[src/rtl/uart_swfc_pkg.sv]
package uart_swfc_pkg;

    localparam int CHAR_W = 8;

    // Two-bit selector used for both directions
    typedef enum logic [1:0] {
        FC_NONE = 2'b00,
        FC_SETB = 2'b01,
        FC_SETA = 2'b10,
        FC_BOTH = 2'b11
    } fc_sel_e;

    typedef struct packed {
        fc_sel_e tx;   // bits [3:2]
        fc_sel_e rx;   // bits [1:0]
    } fc_mode_t;

    typedef struct packed {
        logic [CHAR_W-1:0] on_a;
        logic [CHAR_W-1:0] on_b;
        logic [CHAR_W-1:0] off_a;
        logic [CHAR_W-1:0] off_b;
    } fc_chars_t;

    typedef enum logic [1:0] {
        HOLD_NONE = 2'd0,
        HOLD_ON   = 2'd1,
        HOLD_OFF  = 2'd2
    } hold_e;

    typedef enum logic [1:0] {
        INS_IDLE   = 2'd0,
        INS_FIRST  = 2'd1,
        INS_SECOND = 2'd2
    } ins_e;

    // Receive side needs the two-byte sequence
    function automatic logic rx_needs_pair(fc_mode_t m);
        return (m.rx == FC_BOTH) && ((m.tx == FC_BOTH) || (m.tx == FC_NONE));
    endfunction

endpackage

[src/rtl/uart_swfc_rx.sv]
module uart_swfc_rx
    import uart_swfc_pkg::*;
(
    input  logic              clk,
    input  logic              rst,
    input  fc_mode_t          mode,
    input  logic              spc_en,
    input  fc_chars_t         chars,
    input  logic              in_valid,
    input  logic [CHAR_W-1:0] in_data,
    output logic              out_valid,
    output logic [CHAR_W-1:0] out_data,
    output logic              on_evt,
    output logic              off_evt,
    output logic              spc_evt
);

    logic              fwd_v;
    logic [CHAR_W-1:0] fwd_d;
    logic              spill_v, spill_v_n;
    logic [CHAR_W-1:0] spill_d, spill_d_n;
    hold_e             hold, hold_n;
    logic [CHAR_W-1:0] hold_d, hold_d_n;
    logic              is_on, is_off;

    // Single-byte classification for the non-sequence modes
    always_comb begin
        is_on  = 1'b0;
        is_off = 1'b0;
        unique case (mode.rx)
            FC_SETA: begin
                is_on  = (in_data == chars.on_a);
                is_off = (in_data == chars.off_a);
            end
            FC_SETB: begin
                is_on  = (in_data == chars.on_b);
                is_off = (in_data == chars.off_b);
            end
            FC_BOTH: begin
                is_on  = (in_data == chars.on_a)  || (in_data == chars.on_b);
                is_off = (in_data == chars.off_a) || (in_data == chars.off_b);
            end
            default: ;
        endcase
    end

    always_comb begin
        fwd_v     = 1'b0;
        fwd_d     = in_data;
        spill_v_n = 1'b0;
        spill_d_n = spill_d;
        hold_n    = hold;
        hold_d_n  = hold_d;
        on_evt    = 1'b0;
        off_evt   = 1'b0;
        spc_evt   = 1'b0;
        if (spill_v) begin
            fwd_v = 1'b1;
            fwd_d = spill_d;
        end
        if (!rx_needs_pair(mode)) begin
            hold_n = HOLD_NONE;
        end
        if (in_valid) begin
            spc_evt = spc_en && (in_data == chars.off_b);
            if (rx_needs_pair(mode)) begin
                if (hold == HOLD_ON && in_data == chars.on_b) begin
                    on_evt = 1'b1;
                    hold_n = HOLD_NONE;
                end else if (hold == HOLD_OFF && in_data == chars.off_b) begin
                    off_evt = 1'b1;
                    hold_n  = HOLD_NONE;
                end else begin
                    if (hold != HOLD_NONE) begin
                        fwd_v = 1'b1;
                        fwd_d = hold_d;
                    end
                    hold_n = HOLD_NONE;
                    if (in_data == chars.on_a) begin
                        hold_n   = HOLD_ON;
                        hold_d_n = in_data;
                    end else if (in_data == chars.off_a) begin
                        hold_n   = HOLD_OFF;
                        hold_d_n = in_data;
                    end else if (hold != HOLD_NONE) begin
                        spill_v_n = 1'b1;
                        spill_d_n = in_data;
                    end else begin
                        fwd_v = 1'b1;
                        fwd_d = in_data;
                    end
                end
            end else if (is_on) begin
                on_evt = 1'b1;
            end else if (is_off) begin
                off_evt = 1'b1;
            end else begin
                fwd_v = 1'b1;
                fwd_d = in_data;
            end
        end
    end

    always_ff @(posedge clk) begin
        if (rst) begin
            out_valid <= 1'b0;
            out_data  <= '0;
            spill_v   <= 1'b0;
            spill_d   <= '0;
            hold      <= HOLD_NONE;
            hold_d    <= '0;
        end else begin
            out_valid <= fwd_v;
            out_data  <= fwd_d;
            spill_v   <= spill_v_n;
            spill_d   <= spill_d_n;
            hold      <= hold_n;
            hold_d    <= hold_d_n;
        end
    end

    AST_PLAIN_FWD: assert property (@(posedge clk) disable iff (rst)
        (mode.rx == FC_NONE && in_valid && !spill_v)
            |=> (out_valid && out_data == $past(in_data)));

    AST_BROKEN_FLUSH: assert property (@(posedge clk) disable iff (rst)
        $rose(spill_v) |-> out_valid);

endmodule

[src/rtl/uart_swfc_tx.sv]
module uart_swfc_tx
    import uart_swfc_pkg::*;
#(
    parameter int OCC_W = 6
) (
    input  logic              clk,
    input  logic              rst,
    input  fc_sel_e           tx_sel,
    input  fc_chars_t         chars,
    input  logic [OCC_W-1:0]  hi_thr,
    input  logic [OCC_W-1:0]  lo_thr,
    input  logic [OCC_W-1:0]  occ,
    input  logic              on_evt,
    input  logic              off_evt,
    input  logic              host_valid,
    input  logic [CHAR_W-1:0] host_data,
    output logic              host_ready,
    output logic              out_valid,
    output logic [CHAR_W-1:0] out_data,
    input  logic              out_ready,
    output logic              pause
);

    ins_e              ins_st;
    logic              ins_off;
    logic              stop_sent;
    logic [CHAR_W-1:0] ins_byte;
    logic              ins_busy;

    assign ins_busy = (ins_st != INS_IDLE);

    always_comb begin
        if (ins_st == INS_SECOND) begin
            ins_byte = ins_off ? chars.off_b : chars.on_b;
        end else if (tx_sel == FC_SETB) begin
            ins_byte = ins_off ? chars.off_b : chars.on_b;
        end else begin
            ins_byte = ins_off ? chars.off_a : chars.on_a;
        end
    end

    always_comb begin
        if (ins_busy) begin
            out_valid  = 1'b1;
            out_data   = ins_byte;
            host_ready = 1'b0;
        end else begin
            out_valid  = host_valid && !pause;
            out_data   = host_data;
            host_ready = out_ready && !pause;
        end
    end

    always_ff @(posedge clk) begin
        if (rst) begin
            pause <= 1'b0;
        end else if (off_evt) begin
            pause <= 1'b1;
        end else if (on_evt) begin
            pause <= 1'b0;
        end
    end

    always_ff @(posedge clk) begin
        if (rst) begin
            ins_st    <= INS_IDLE;
            ins_off   <= 1'b0;
            stop_sent <= 1'b0;
        end else begin
            unique case (ins_st)
                INS_IDLE: begin
                    if (tx_sel == FC_NONE) begin
                        stop_sent <= 1'b0;
                    end else if (!stop_sent && occ >= hi_thr) begin
                        stop_sent <= 1'b1;
                        ins_off   <= 1'b1;
                        ins_st    <= INS_FIRST;
                    end else if (stop_sent && occ <= lo_thr) begin
                        stop_sent <= 1'b0;
                        ins_off   <= 1'b0;
                        ins_st    <= INS_FIRST;
                    end
                end
                INS_FIRST: begin
                    if (out_ready) begin
                        ins_st <= (tx_sel == FC_BOTH) ? INS_SECOND : INS_IDLE;
                    end
                end
                INS_SECOND: begin
                    if (out_ready) begin
                        ins_st <= INS_IDLE;
                    end
                end
                default: ins_st <= INS_IDLE;
            endcase
        end
    end

    AST_INS_STABLE: assert property (@(posedge clk) disable iff (rst)
        (ins_busy && !out_ready) |=> (out_valid && $stable(out_data)));

    AST_INS_LOCKS_HOST: assert property (@(posedge clk) disable iff (rst)
        ins_busy |-> !host_ready);

    AST_PAIR_ORDER: assert property (@(posedge clk) disable iff (rst)
        (ins_st == INS_SECOND) |-> ($past(ins_st) != INS_IDLE));

    AST_PAUSE_BLOCKS: assert property (@(posedge clk) disable iff (rst)
        (pause && !ins_busy) |-> !(out_valid || host_ready));

endmodule

[src/rtl/uart_swfc.sv]
module uart_swfc
    import uart_swfc_pkg::*;
#(
    parameter int OCC_W = 6
) (
    input  logic              clk,
    input  logic              rst,
    input  logic              cfg_wr,
    input  logic [3:0]        cfg_mode,
    input  logic              cfg_spc_en,
    input  logic [CHAR_W-1:0] cfg_xon1,
    input  logic [CHAR_W-1:0] cfg_xon2,
    input  logic [CHAR_W-1:0] cfg_xoff1,
    input  logic [CHAR_W-1:0] cfg_xoff2,
    input  logic [OCC_W-1:0]  cfg_hi_thr,
    input  logic [OCC_W-1:0]  cfg_lo_thr,
    input  logic [OCC_W-1:0]  rx_occ,
    input  logic              rx_in_valid,
    input  logic [CHAR_W-1:0] rx_in_data,
    output logic              rx_out_valid,
    output logic [CHAR_W-1:0] rx_out_data,
    input  logic              tx_data_valid,
    input  logic [CHAR_W-1:0] tx_data,
    output logic              tx_data_ready,
    output logic              tx_out_valid,
    output logic [CHAR_W-1:0] tx_out_data,
    input  logic              tx_out_ready,
    output logic              tx_pause,
    output logic              irq_xoff,
    output logic              irq_spc,
    input  logic              irq_clr
);

    fc_mode_t  mode_q;
    logic      spc_en_q;
    fc_chars_t chars;
    logic      on_evt, off_evt, spc_evt;

    assign chars = '{on_a: cfg_xon1, on_b: cfg_xon2, off_a: cfg_xoff1, off_b: cfg_xoff2};

    always_ff @(posedge clk) begin
        if (rst) begin
            mode_q   <= '{tx: FC_NONE, rx: FC_NONE};
            spc_en_q <= 1'b0;
        end else if (cfg_wr) begin
            mode_q   <= fc_mode_t'(cfg_mode);
            spc_en_q <= cfg_spc_en;
        end
    end

    uart_swfc_rx u_rx (
        .clk       (clk),
        .rst       (rst),
        .mode      (mode_q),
        .spc_en    (spc_en_q),
        .chars     (chars),
        .in_valid  (rx_in_valid),
        .in_data   (rx_in_data),
        .out_valid (rx_out_valid),
        .out_data  (rx_out_data),
        .on_evt    (on_evt),
        .off_evt   (off_evt),
        .spc_evt   (spc_evt)
    );

    uart_swfc_tx #(.OCC_W(OCC_W)) u_tx (
        .clk        (clk),
        .rst        (rst),
        .tx_sel     (mode_q.tx),
        .chars      (chars),
        .hi_thr     (cfg_hi_thr),
        .lo_thr     (cfg_lo_thr),
        .occ        (rx_occ),
        .on_evt     (on_evt),
        .off_evt    (off_evt),
        .host_valid (tx_data_valid),
        .host_data  (tx_data),
        .host_ready (tx_data_ready),
        .out_valid  (tx_out_valid),
        .out_data   (tx_out_data),
        .out_ready  (tx_out_ready),
        .pause      (tx_pause)
    );

    always_ff @(posedge clk) begin
        if (rst) begin
            irq_xoff <= 1'b0;
            irq_spc  <= 1'b0;
        end else begin
            irq_xoff <= off_evt || (irq_xoff && !irq_clr);
            irq_spc  <= spc_evt || (irq_spc && !irq_clr);
        end
    end

    AST_STOP_ACTS: assert property (@(posedge clk) disable iff (rst)
        off_evt |=> (tx_pause && irq_xoff));

    AST_FLAG_STICKY: assert property (@(posedge clk) disable iff (rst)
        (irq_xoff && !irq_clr) |=> irq_xoff);

    AST_SPC_STICKY: assert property (@(posedge clk) disable iff (rst)
        (irq_spc && !irq_clr) |=> irq_spc);

    AST_SPC_NEEDS_EN: assert property (@(posedge clk) disable iff (rst)
        $rose(irq_spc) |-> $past(spc_en_q));

endmodule

[config.mk]
export PLATFORM = sky130hd
export DESIGN_NAME = uart_swfc
export DESIGN_NICKNAME = d
export VERILOG_FILES = /design/src/rtl/uart_swfc_pkg.sv /design/src/rtl/uart_swfc_rx.sv /design/src/rtl/uart_swfc_tx.sv /design/src/rtl/uart_swfc.sv
export SDC_FILE = /design/constraint.sdc
export NUM_CORES = 1
export LEC_CHECK = 0
export ABC_AREA = 1
export BUFFER_PORTS_ARGS = -buffer_cell sky130_fd_sc_hd__buf_2
export CAP_MARGIN = 0
export CORE_ASPECT_RATIO = 1.2
export CORE_UTILIZATION = 53
export DETAILED_ROUTE_END_ITERATION = 6
export PLACE_DENSITY = 0.78
export REMOVE_ABC_BUFFERS = 1
export SLEW_MARGIN = 5
export SYNTH_ARGS = -nofsm -noshare
export SYNTH_HDL_FRONTEND = slang
export SYNTH_HIERARCHICAL = 1
export SYNTH_SLANG_ARGS = --single-unit
[constraint.sdc]
create_clock -name clk -period 2.2 [get_ports clk]
set_clock_uncertainty 0.05 [all_clocks]
set_input_delay 0.11 -clock clk [delete_from_list [all_inputs] [get_ports clk]]
set_output_delay 0.11 -clock clk [all_outputs]
set_load 0.1 [all_outputs]
# Yosys cells after proc, flatten, opt, wreduce, memory -nomap -nowiden
# Index checks and enable logic that the tools add are counted.
# word_totals
regBits,40
input_bits,78
elab_cells,137
# classes
n_lt_le_gt_ge,2
eq_ne,17
n_mux,64
bitwise_logic,7
reduce_logical,32
# ops
operator,count
$mux 8,18
$eq 8x8->1,4
$mux 1,30
$mux 2,13
$eq 2x2->1 const B,5
$logic_and 1x1->1,10
$reduce_bool 2->1,5
$eq 2x1->1 const B,4
$not 1->1,7
$reduce_and 7->1,1
$reduce_or 7->1,1
$ge 6x6->1,1
$le 6x6->1,1
$ne 2x2->1 const B,3
$pmux 1 s3,2
$pmux 2 s3,1
$logic_or 1x1->1,5
$reduce_and 5->1,1
$logic_not 2->1,2
$reduce_and 4->1,1
$logic_not 1->1,3
$ne 3x1->1 const B,1
$reduce_and 3->1,1
$reduce_bool 3->1,1
$reduce_and 2->1,1

# Logic depth before layout (Yosys ltp)
# logic_depth
word_depth,9
mapped_depth,15

# Hierarchy
# Netlist, hierarchy kept.
# by_module_without_submodules
mod,instances,cells_each,area_per_inst_um2
uart_swfc_rx,1,353,2210.9
uart_swfc_tx,1,174,985.9
uart_swfc,1,31,239.0

# Worst setup path before layout
# OpenSTA, ideal clock, no wires.
# synth_path
kind,reg2out
startpoint,register u_tx.pause
endpoint,output tx_data_ready
arrival_ns,3.685
required_time_ns,2.040
setup_slack_ns,-1.645
path_stages_with_launch,2
path_cell_list,dfxtp_1 -> nor4_1
# synth_between
elab_chain_len,3
# synth_rtl
item,line,text
from (decl),uart_swfc_tx.sv:21,output logic pause
from (signal assigned),uart_swfc_tx.sv:56,pause <= 1'b0;
from (signal assigned),uart_swfc_tx.sv:58,pause <= 1'b1;
from (signal assigned),uart_swfc_tx.sv:60,pause <= 1'b0;
$logic_not 1->1,uart_swfc_tx.sv:50,host_ready = out_ready && !pause;
$logic_and 1x1->1,uart_swfc_tx.sv:50,
$mux 1,uart_swfc_tx.sv:43,if (ins_busy) begin
to (decl),uart_swfc.sv:24,"output logic tx_data_ready,"
# Every way passes these cells.

# Worst setup path in the final report
# layout_path
startpoint,register u_tx.ins_off
endpoint,output tx_out_data[2]
# layout_between
elab_chain_len,4
elab_cells_between_ends,5
classes_between,mux (5)
# layout_rtl
item,line,text
from (decl),uart_swfc_tx.sv:25,logic ins_off;
from (signal assigned),uart_swfc_tx.sv:67,ins_off <= 1'b0;
from (signal assigned),uart_swfc_tx.sv:76,ins_off <= 1'b1;
from (signal assigned),uart_swfc_tx.sv:80,ins_off <= 1'b0;
$mux 8 (on tied branches),"uart_swfc_tx.sv:38, uart_swfc_tx.sv:34, uart_swfc_tx.sv:36",
$mux 8,uart_swfc_tx.sv:35,end else if (tx_sel == FC_SETB) begin
$mux 8 (*),uart_swfc_tx.sv:33,if (ins_st == INS_SECOND) begin
$mux 8 (*),uart_swfc_tx.sv:43,
to (decl),uart_swfc.sv:26,"output logic [CHAR_W-1:0] tx_out_data,"
# Every way passes the cells marked *; elsewhere a longest branch is shown, timed or not.

==> impl_metrics.yaml <==
critical_path:
  cp.required_ns: 2.04
  path_cells: "buf_4, a21oi_1, o21ai_0, nand2_1, o21ai_0, buf_12"
  crit_path_end_kind: "primary output"
  cpMaxStageDelayCell: "dfxtp_1"
  regToRegStartpoint: "mode_q[2]$_SDFFE_PP0P_"
  max_stage_delay_ns: 0.56
  critPathLaunch: "u_tx/ins_off$_SDFFE_PP0P_"
  path_max_fanout: 16
  cp_common_cell: "o21ai_0"
  critPathArrivalTime_ns: 1.90
  worstSetupStartpointType: "flop"
  critPathKind: "flop to primary output"
routing:
  wl_per_cell_um: 11.93
  drc: 0
  first_iter_violations: 255
  firstDrtPassIters: 5
  viasPerCell: 5.157
  vias: 3770
  drt.antenna.violating_nets: 0
  wl_mm: 8.722
layout:
  drive_gt1_share_pct: 24.96
  area_growth_pct: 21.67
  finish.instance_area_um2: 4180
  seq_area_um2: 802.0
  num-nets-final: 738
  multi_input_area_um2: 2138
  nFillCells: 575
  diodes: 0
  final_util_pct: 68.21
place:
  placed_area_um2: 3996
  gp_congestion: 1.030
  portBuffers: 99
  dpl_worst_slack_ns: 0.1519
  hpwl_mm: 7.033
synthesis:
  synth_compound_area_share_pct: 14.35
  syn_avg_cell_area_um2: 6.157
  synth_top_family_by_area: "simple AND/OR/NAND/NOR gates"
  synth_simple_gate_area_share_pct: 38.64
  muxShareOfSynthArea_pct: 0
  synth_area_um2: 3436
  ys_seq_area_share_pct: 23.31
  synthCells: 558
  synthAdderAreaFrac_pct: 4.370
  yosysUniqueCellTypes: 39
  ys_ff_latch: 40
  ys.warnings.count: 6
  synthXorXnorAreaFrac_pct: 4.734
timing:
  rsz0062_at_grt: "no"
  finalHoldViolCount: 0
  hold_slack_ns: 0.005192
  worst_slew_margin_rel_pct: 65.45
  layout_setup_ws_ns: 0.1360
  max_freq_mhz: 484.5
  fin_crit_ns: 2.064
  tightest_slew_ns: 0.5176
  maxSlewViolCount: 0
  setup_viol: 0
  post-route-period-util_pct: 93.82
clock_network:
  hold_buffers: 0
  path_clk_slew_ns: 0.07
  clockRootBuffer: "clkbuf_8"
  clock_sinks: 40
  clock_latency_ns: 0.29
  cts_tree: "yes"
  clk_path_buf_depth: 2
  cts_made_buffers: 5
  ctsHtreeMaxLevel: 2
global_routing:
  grt_pass1_wl_mm: 14.42
  grt_max_degree: 22
  grt_usage_pct: 26.45
  antenna_found_initial: 0
  grt_pass1_vias: 3379
  overflow: 0
flow_run:
  drv_cap: 0
die:
  die_x_um: 75.50
  coreArea_um2: 6128
  die_area_um2: 6810
  start_util_pct: 56.06
  ios: 100
  row_count: 31
  dieHeight_um: 90.20
hold_path:
  min_path_type: "input pin to flop"
  min-delay-start: "cfg_mode[1]"
pwr:
  total_power_mw: 2.398
  p_leak_nw: 2.164
  powerDensity_nw_per_um2: 573.5
  irDropWorstVdd_v: 0.0003915
status:
  outcome: "finished, final reports clean"
## path summary, 6_finish.rpt
path	endpoint	cells past startpoint	slack [ns]
setup reg to reg	u_rx/spill_d[7]$_SDFFE_PP0P_	12	0.22
hold / removal	mode_q[1]$_SDFFE_PP0P_	3	0.005
setup / recovery	tx_out_data[2]	6	0.14
hold reg to reg	irq_xoff$_SDFF_PP0_	2	0.41
## per-stage QoR
| step | std cells | setup TNS [ns] |
|---|---|---|
| 2_1_floorplan | 536 | -8.590 |
| 5_1_grt | 731 | 0 |
| 6_report | 731 | 0 |
| 4_1_cts | 729 | 0 |
| 3_5_place_dp | 721 | 0 |
| 3_3_place_gp | 721 | 0 |
## registers in the layout, indices dropped and copies added (netlist names)
register and flops:
irq_spc 1, irq_xoff 1, mode_q 4, spc_en_q 1, u_rx/hold 2, u_rx/hold_d 8, u_rx/out_data 8, u_rx/out_valid 1
u_rx/spill_d 8, u_rx/spill_v 1, u_tx/ins_off 1, u_tx/ins_st 2, u_tx/pause 1, u_tx/stop_sent 1
## power by group
group | total, mW | switching [mW] | internal (mW)
clock network | 0.817 | 0.250 | 0.567
registers | 0.769 | 0.0221 | 0.747
logic | 0.812 | 0.543 | 0.269
total | 2.40 | 0.814 | 1.58
## cell usage in the layout (no fill, tap or decap), types with 7 or more instances in the layout
cell,instances
nand2_1,160
buf_2,91
inv_1,68
nor2_1,58
nand3_1,46
dfxtp_1,39
o21ai_0,30
a21oi_1,28
o21ai_1,18
xnor2_1,13
ha_1,12
inv_2,8
buf_12,8
nand4_1,8
nor2_2,7
## final cells by class
cell class	count	share of cell area [%]
Tap cell	82	2.454
Multi-Input combinational cell	415	51.15
Inverter	81	7.603
Clock inverter	3	2.155
Timing Repair Buffer	105	15.80
Clock buffer	5	1.646
Sequential cell	40	19.19
## cell usage after synthesis, drive strengths merged
cell type	number	area [um2]
a21o	1	7.510
a21oi	32	175.2
and2	1	6.260
and3	1	6.260
buf	16	145.1
clkbuf	6	42.54
clkinv	1	3.750
dfxtp	40	800.8
ha	12	150.1
inv	80	310.3
nand2	169	666.9
nand3	48	250.2
nand3b	1	7.510
nand4	10	83.83
nor2	67	284.0
nor3	1	16.27
nor4	1	6.260
o21ai	52	275.3
o22ai	2	26.28
o32ai	1	8.760
xnor2	16	162.7
## critical path: cells and delay by family, from the launching register on
kind,cells,cell delay (ns)
DFF,1,0.56
buffers and inverters,2,0.51
AOI/OAI and AO/OA,3,0.48
and+or+nand+nor,1,0.06
## cell families after synthesis
kind of cell / count (synthesis)
fa+ha+maj: 12
xor+xnor: 16
simple gates: 299
flops: 40
compound gates: 88
buf+inv: 103
## metal layers
layer	track usage, %	vias to the layer above	routed length, um
li1	-	1939	-
met1	32.08	1667	3696
met2	46.80	144	4334
met3	3.924	20	492
met4	7.562	0	198
met5	0	-	0
## timing repair
item / in CTS / in global routing
buffers inserted: 0 / 2
setup endpoints to repair: 0 / 10
gates resized for setup: 0 / 3
No activity file was read; power rests on OpenSTA's default activity.
